$ cat src/rtl/stl_pkg.sv
package stl_pkg;
  typedef enum logic [2:0] {
    ST_IDLE       = 3'd0,
    ST_ARMED      = 3'd1,
    ST_TESTING    = 3'd2,
    ST_POST_RESET = 3'd3,
    ST_DONE       = 3'd4
  } stl_state_e;
endpackage

$ cat src/rtl/stl_key_reg.sv
module stl_key_reg #(
  parameter int          KEY_W    = 4,
  parameter logic [KEY_W-1:0] IDLE_KEY = 4'h5
) (
  input  logic             clk,
  input  logic             rst_n,
  input  logic             wr_en,
  input  logic [KEY_W-1:0] wr_data,
  input  logic             reload,
  output logic [KEY_W-1:0] key_q
);
  // reload on completion wins over a coincident software write
  always_ff @(posedge clk or negedge rst_n) begin
    if (!rst_n)      key_q <= IDLE_KEY;
    else if (reload) key_q <= IDLE_KEY;
    else if (wr_en)  key_q <= wr_data;
  end

  p_key_reload_r5: assert property (@(posedge clk) disable iff (!rst_n)
    reload |=> key_q == IDLE_KEY);
endmodule

$ cat src/rtl/stl_rst_timer.sv
module stl_rst_timer #(
  parameter int CYCLES = 16
) (
  input  logic clk,
  input  logic rst_n,
  input  logic run,
  output logic last
);
  localparam int CNT_W = $clog2(CYCLES + 1);
  localparam logic [CNT_W-1:0] LAST_CNT = CNT_W'(CYCLES - 1);

  logic [CNT_W-1:0] cnt_q;

  always_ff @(posedge clk or negedge rst_n) begin
    if (!rst_n)   cnt_q <= '0;
    else if (run) cnt_q <= last ? '0 : cnt_q + 1'b1;
    else          cnt_q <= '0;
  end

  assign last = run && (cnt_q == LAST_CNT);

  p_cnt_bound_r6: assert property (@(posedge clk) disable iff (!rst_n)
    cnt_q <= LAST_CNT);
endmodule

$ cat src/rtl/stl_fsm.sv
module stl_fsm
  import stl_pkg::*;
(
  input  logic clk,
  input  logic rst_n,
  input  logic key_armed,
  input  logic cpu_idle,
  input  logic eng_done,
  input  logic eng_neg_pass,
  input  logic eng_pos_pass,
  input  logic win_last,
  output logic cpu_rst_hold,
  output logic ic_rst,
  output logic eng_start,
  output logic key_reload,
  output logic neg_ok,
  output logic pos_ok,
  output logic st_fail
);
  stl_state_e state_q, state_d;
  logic       launch;

  always_comb begin
    state_d = state_q;
    unique case (state_q)
      ST_IDLE:       if (key_armed) state_d = ST_ARMED;
      ST_ARMED:      if (!key_armed) state_d = ST_IDLE;
                     else if (cpu_idle) state_d = ST_TESTING;
      ST_TESTING:    if (eng_done) state_d = ST_POST_RESET;
      ST_POST_RESET: if (win_last) state_d = ST_DONE;
      ST_DONE:       state_d = ST_IDLE;
      default:       state_d = ST_IDLE;
    endcase
  end

  assign launch       = (state_q == ST_ARMED) && key_armed && cpu_idle;
  assign key_reload   = (state_q == ST_TESTING) && eng_done;
  assign cpu_rst_hold = (state_q == ST_TESTING) || (state_q == ST_POST_RESET);
  assign ic_rst       = (state_q == ST_POST_RESET);

  always_ff @(posedge clk or negedge rst_n) begin
    if (!rst_n) begin
      state_q   <= ST_IDLE;
      eng_start <= 1'b0;
      neg_ok    <= 1'b0;
      pos_ok    <= 1'b0;
      st_fail   <= 1'b0;
    end else begin
      state_q   <= state_d;
      eng_start <= launch;
      if (key_reload) begin
        neg_ok <= eng_neg_pass;
        pos_ok <= eng_pos_pass;
      end
      if (launch) st_fail <= 1'b0;
      else if (ic_rst && win_last) st_fail <= !(neg_ok && pos_ok);
    end
  end

  p_start_pulse_r3: assert property (@(posedge clk) disable iff (!rst_n)
    eng_start |=> !eng_start);
  p_start_gate_r2: assert property (@(posedge clk) disable iff (!rst_n)
    $rose(eng_start) |-> $past(cpu_idle) && $past(key_armed));
  p_fail_at_window_end_r8: assert property (@(posedge clk) disable iff (!rst_n)
    $rose(st_fail) |-> $past(state_q == ST_POST_RESET));
  p_status_quiet_r9: assert property (@(posedge clk) disable iff (!rst_n)
    (state_q != ST_TESTING) |=> $stable(neg_ok) && $stable(pos_ok));
endmodule

$ cat src/rtl/stl_launch_seq.sv
module stl_launch_seq #(
  parameter int               KEY_W       = 4,
  parameter logic [KEY_W-1:0] ARM_KEY     = 4'hA,
  parameter logic [KEY_W-1:0] IDLE_KEY    = 4'h5,
  parameter int               POST_CYCLES = 16
) (
  input  logic             clk,
  input  logic             rst_n,
  input  logic             key_wr_en,
  input  logic [KEY_W-1:0] key_wr_data,
  output logic [KEY_W-1:0] key_rd,
  input  logic             cpu_idle,
  output logic             cpu_rst_hold,
  output logic             ic_rst,
  output logic             eng_start,
  input  logic             eng_done,
  input  logic             eng_neg_pass,
  input  logic             eng_pos_pass,
  output logic             neg_ok,
  output logic             pos_ok,
  output logic             st_fail
);
  logic key_reload;
  logic win_last;

  stl_key_reg #(.KEY_W(KEY_W), .IDLE_KEY(IDLE_KEY)) u_key (
    .clk(clk), .rst_n(rst_n), .wr_en(key_wr_en), .wr_data(key_wr_data),
    .reload(key_reload), .key_q(key_rd)
  );

  stl_rst_timer #(.CYCLES(POST_CYCLES)) u_timer (
    .clk(clk), .rst_n(rst_n), .run(ic_rst), .last(win_last)
  );

  stl_fsm u_fsm (
    .clk(clk), .rst_n(rst_n), .key_armed(key_rd == ARM_KEY),
    .cpu_idle(cpu_idle), .eng_done(eng_done), .eng_neg_pass(eng_neg_pass),
    .eng_pos_pass(eng_pos_pass), .win_last(win_last),
    .cpu_rst_hold(cpu_rst_hold), .ic_rst(ic_rst), .eng_start(eng_start),
    .key_reload(key_reload), .neg_ok(neg_ok), .pos_ok(pos_ok), .st_fail(st_fail)
  );

  p_ic_under_cpu_r6: assert property (@(posedge clk) disable iff (!rst_n)
    ic_rst |-> cpu_rst_hold);
endmodule

$ cat config.mk
export PLATFORM = sky130hd
export DESIGN_NAME = stl_launch_seq
export DESIGN_NICKNAME = d
export VERILOG_FILES = /design/src/rtl/stl_pkg.sv /design/src/rtl/stl_key_reg.sv /design/src/rtl/stl_rst_timer.sv /design/src/rtl/stl_fsm.sv /design/src/rtl/stl_launch_seq.sv
export SDC_FILE = /design/constraint.sdc
export NUM_CORES = 1
export LEC_CHECK = 0
export BUFFER_PORTS_ARGS = -buffer_cell sky130_fd_sc_hd__buf_4
export CAP_MARGIN = 15
export CORE_MARGIN = 2
export CORE_UTILIZATION = 45
export DETAILED_ROUTE_END_ITERATION = 6
export PLACE_DENSITY_LB_ADDON = 0.25
export REMOVE_ABC_BUFFERS = 1
export SLEW_MARGIN = 5
export SYNTH_ARGS = -nofsm -noshare
export SYNTH_HDL_FRONTEND = slang
export SYNTH_SLANG_ARGS = --single-unit
$ cat constraint.sdc
create_clock -name clk -period 1.61 [get_ports clk]
set_clock_uncertainty 0.15 [all_clocks]
set_input_delay 0.0805 -clock clk [delete_from_list [all_inputs] [get_ports clk]]
set_output_delay 0.0805 -clock clk [all_outputs]
set_load 0.1 [all_outputs]
* After elaboration in Yosys (flattened, before gate mapping) *
Cells that the tools add are included.

storage, ports and cells
  bits in registers = 16
  latch bits = 0
  bits in writable memories = 0
  bits in read-only memories = 0
  output and inout port bits = 10
  word-level logic and storage cells = 41
  memories kept = 0

operators by class
  add/subtract/negate cells = 1
  multiply operators = 0
  divide/modulo/power cells = 0
  $lt $le $gt $ge = 0
  equal/unequal tests = 9
  shift-type cells = 0
  mux-type cells = 12
  bitwise operators = 0
  reduce and logical (&&, ||, !) cells = 12

operators with widths
  operator                                                number
  two-way mux 3 bit                                       5
  case mux 3 bit (4 select lines)                         1
  two-way mux 5 bit                                       2
  two-way mux 4 bit                                       2
  equality test 3 x 2 -> 1 bit (second input constant)    2
  logical AND 1 bit                                       6
  adder 5 x 1 -> 5 bit (second input constant)            1
  equality test 5 x 4 -> 1 bit (second input constant)    1
  equality test 4 bit (second input constant)             1
  inequality test 2 x 1 -> 1 bit (second input constant)  2
  AND reduction 4 bit                                     1
  nonzero test 2 bit                                      2
  equality test 3 x 1 -> 1 bit (second input constant)    1
  zero test 3 bit                                         1
  inequality test 3 bit (second input constant)           1
  two-way mux 1 bit                                       2
  inequality test 2 bit (second input constant)           1
  zero test 1 bit                                         1
  logical OR 1 bit                                        1

* Logic depth before layout (Yosys ltp) *
  depth after elaboration = 5
  depth in mapped cells = 4
  mapped depth without buffers = 4

* By module *
Synthesis repeated with hierarchy kept, for this count alone.

unflattened totals
  cell total of the unflattened synthesis = 54
  area total of the unflattened synthesis = 705.7 µm²

modules (own cells, without submodules)
  module          times used  cells an instance  area each (µm²)  seq. area each (µm²)
  stl_fsm         1           23                 319.1            175.2
  stl_rst_timer   1           18                 214.0            125.1
  stl_key_reg     1           12                 160.2            102.6
  stl_launch_seq  1           1                  12.5             0.0

* Worst setup path before layout *
Ideal clock, no wire load.

  path kind = register to register
  start = register u_fsm.state_q[1]
  end = register u_fsm.pos_ok
  arrival = 1.613 ns
  required time = 1.334 ns
  path slack = -0.279 ns
  cell stages (with the launch flop) = 5
  clock period less this slack = 1.889 ns
  cell sequence = dfrtp_1 > nor2b_4 > and3b_1 > buf_6 > mux2_4

between the ends
  word-level cells in the longest chain between the ends = 2

RTL lines
  what                          line           RTL
  start, declared               stl_fsm.sv:20  stl_state_e state_q, state_d;
  start signal, assigned        stl_fsm.sv:49  state_q <= state_d;
  equality test 3 x 2 -> 1 bit  stl_fsm.sv:37  assign key_reload = (state_q == ST_TESTING) && eng_done;
  logical AND 1 bit             stl_fsm.sv:37
  end signal, assigned          stl_fsm.sv:53  pos_ok <= eng_pos_pass;
  end, declared                 stl_fsm.sv:17  output logic pos_ok,

Every way passes these cells.
A chain may end at the register's enable or synchronous reset.

* Worst setup path after layout *
  start = register u_fsm.state_q[2]
  end = output port ic_rst

between the ends
  word-level cells in the longest chain between the ends = 1

RTL lines
  what                          line                  RTL
  equality test 3 x 2 -> 1 bit  stl_fsm.sv:39         assign ic_rst = (state_q == ST_POST_RESET);
  end, declared                 stl_launch_seq.sv:14  output logic ic_rst,

Every way passes these cells.

==> metrics <==
areal power density over the cells=2090 nW/um^2; syn avg cell area=12.6 um^2; Peak VDD IR=0.00116 V; final hold violations=0; residual antenna-violating net count after detailed routing=0; most numerous cell in the Yosys netlist=sky130_fd_sc_hd__dfrtp_1; area taken by flip-flops and latches=403 um^2; post-synthesis sequential element count=16; average detailed-routed wire length per instance=12.8 um; combinational family with the most area after synthesis=simple AND/OR/NAND/NOR gates; Root Buffer Master=sky130_fd_sc_hd__clkbuf_4; area of combinational cells with multiple inputs=285 um^2; global-route wire length before repair=2460 um; deepest clock path buffer count=2; growth of design area from synthesis to finish=45.7%; post-synthesis share of cell area spent on xor and xnor gates=2.48%; fraction of met2 tracks used by global routing=28.2%; Final Max Tran Viols=0; fraction of layout cells with a size suffix above 1=33.7%; worst-path fanout max=4; number of top-level design ports=21; global routing met1 resource utilization=24.3%; number of distinct standard cells referenced by the synthesized netlist=28; number of antenna diodes=0; multiplexer fraction of the synthesized cell area=7.08%; clock period minus final worst setup slack=1.54 ns; row cnt=14; met3 track demand over resource=2.50%; overall die area=1900 um^2; Rel. slew slack=74.1%; Remaining DRCs=0; # fillers=120; IO Port Bufs=20; placer's final routability congestion estimate=0.729; list of most frequent post-synthesis cells=sky130_fd_sc_hd__dfrtp_1 (14), sky130_fd_sc_hd__nor2_1 (6), sky130_fd_sc_hd__nor2b_1 (3), sky130_fd_sc_hd__o21ai_0 (3); startpoint kind of the worst setup timing path=register; effective utilization at floorplan=47.5%; placed cell area=873 um^2; core region area=1490 um^2; detailed-route vias per instance=5.06; synthesis warning total=0; dominant cells by area after synthesis=sky130_fd_sc_hd__dfrtp_1 (50%), sky130_fd_sc_hd__dfstp_2 (7.4%), sky130_fd_sc_hd__mux2_4 (4.2%), sky130_fd_sc_hd__nor2_1 (3.2%), sky130_fd_sc_hd__mux2i_1 (2.8%); initial antenna violation count=0; post-synthesis simple-gate area fraction=21.9%; cell chain of the critical path=nand3b_4 -> inv_1 -> buf_4; type of the setup path with the least slack=register to output pin; setup repair bufs after CTS=0; TritonCTS Buffers=3; share of the synthesized area in the top cell type=49.6%; Max Cap Violations=0; fraction of registers with async set or reset after synthesis=100%; detailed-route via count=547; Final #Nets=105; crit path capture type=output pin; via count of the first global-routing pass=546; Reg clk slew, reported paths=0.10 ns; compound-gate portion of the synthesized area=7.08%; CP Data Arrival Time=1.31 ns; Static Leak=0.000515 uW; All-Layer GR Usage=18.5%; total non-filler cell area in the finished layout=1030 um^2; core occupancy in the finished layout=69.2%; class of the tightest hold or removal check=primary input to async pin; biggest area consumer among synthesized cells=sky130_fd_sc_hd__dfrtp_1; Die W=43.6 um; final worst-path cycle share=95.6%; height of the die=43.6 um; placed wire-length estimate after detailed placement=944 um; delay contributed by the slowest stage of the critical path=0.43 ns; total number of clock tree sinks=16; outcome=finished clean; setup repair after global routing missed its margin=false; cell count after synthesis=56; Post-synth EDFFs=0; startpoint of the most critical register-to-register path=u_fsm.state_q[2]; total wirelength of the detailed-routed design=1390 um; cell area after synthesis=707 um^2; Least-Margin Pin Slew=0.383 ns; H-tree level count=1; FF-to-FF setup slack=0.10 ns; setup violation total in the final timing report=0; TritonCTS clock tree=built; Crit-path slowest cell=sky130_fd_sc_hd__dfrtp_1; Crit path required time=1.38 ns; register area share after synthesis=57.0%; pin count of the biggest net entering global routing=17; initial DRC count=5; fmax=0.650 GHz; Critical Path Start=u_fsm.state_q[2]; final global-route overflow total=0; global route hottest layer=met2; Clock Latency Late Sink=0.29 ns; Synth Area in Adders=1.77%; number of optimization iterations in the first detailed-route pass=4; primary flip-flop cell chosen by synthesis mapping=sky130_fd_sc_hd__dfrtp_1
path summary, 6_finish.rpt:
path | cells past startpoint | endpoint
max in group asynchronous | 2 | u_key.key_q[2]
hold reg to reg | 1 | u_timer.cnt_q[0]
min in group clk | 1 | u_timer.cnt_q[0]
setup / recovery | 3 | ic_rst
hold / removal | 2 | u_key.key_q[1]
setup reg to reg | 3 | u_fsm.neg_ok
cell families after synthesis:
logic type                 count (synthesis)
AOI/OAI and AO/OA                          7
buffers and inverters                      3
xor gates and xnor gates                   2
adders and majority gates                  1
DFF                                       16
muxes                                      4
and+or+nand+nor                           23
sequential cells by signal, summed over array words and instances, names as in the netlist:
register / cells
u_timer.cnt_q: 5
u_key.key_q: 4
u_fsm.state_q: 3
u_fsm.eng_start: 1
u_fsm.neg_ok: 1
u_fsm.pos_ok: 1
u_fsm.st_fail: 1
routing by layer:
| metal | wire length (um) | part of all wire, % | vias to the layer above |
|---|---|---|---|
| met1 | 636 | 46 | 254 |
| met4 | 41 | 3.0 | 0 |
| li1 | - | - | 267 |
| met3 | 64 | 4.6 | 6 |
| met2 | 643 | 46 | 20 |
| met5 | 0 | 0 | - |
critical path, delay by kind of cell, from the launching register on:
family | cells | cell delay, ns
flip-flops | 1 | 0.43
buffers and inverters | 2 | 0.40
AND/OR/NAND/NOR | 1 | 0.19
final cells by class:
type                       count  area share (%)
inverter                       2           0.729
multi-input combinational     37            27.7
timing repair buffer          33            27.0
clock buffer                   4            3.52
tap                           16            1.94
sequential                    16            39.1
report_power, final:
group / switching [uW] / internal (uW)
clock: 129 / 138
combinational: 884 / 359
sequential: 106 / 535
repair_timing:
action,CTS,global route
gates resized for setup,0,0
endpoints found under the hold margin,24,0
hold buffers,12,0
stage by stage:
stage | setup TNS, ns | std cells | total power (uW) | setup slack [ns] | hold slack [ns]
after floorplan | -1.96 | 55 | 1600 | -0.304 | -0.365
after global routing | 0 | 108 | 2260 | 0.00589 | 0.0388
final | 0 | 108 | 2150 | 0.0716 | 0.0220
after global placement | 0 | 92 | 1850 | 0.128 | -0.203
after CTS | 0 | 108 | 2170 | 0.0604 | 0.0242
after detailed placement | 0 | 92 | 1870 | 0.117 | -0.201
layout by cell type, fill, tap and decap left out, types with 2 or more instances in the layout:
cell                            count
sky130_fd_sc_hd__buf_4             21
sky130_fd_sc_hd__a211o_1            2
sky130_fd_sc_hd__nand3_1            2
sky130_fd_sc_hd__nor2b_1            3
sky130_fd_sc_hd__dfrtp_1           14
sky130_fd_sc_hd__mux2_4             2
sky130_fd_sc_hd__dlygate4sd3_1     12
sky130_fd_sc_hd__inv_1              2
sky130_fd_sc_hd__nor2_1             6
sky130_fd_sc_hd__o21ai_0            3
sky130_fd_sc_hd__mux2i_1            2
sky130_fd_sc_hd__dfstp_2            2
sky130_fd_sc_hd__clkbuf_4           3
Note: power is estimated with default switching activity, not from simulation.
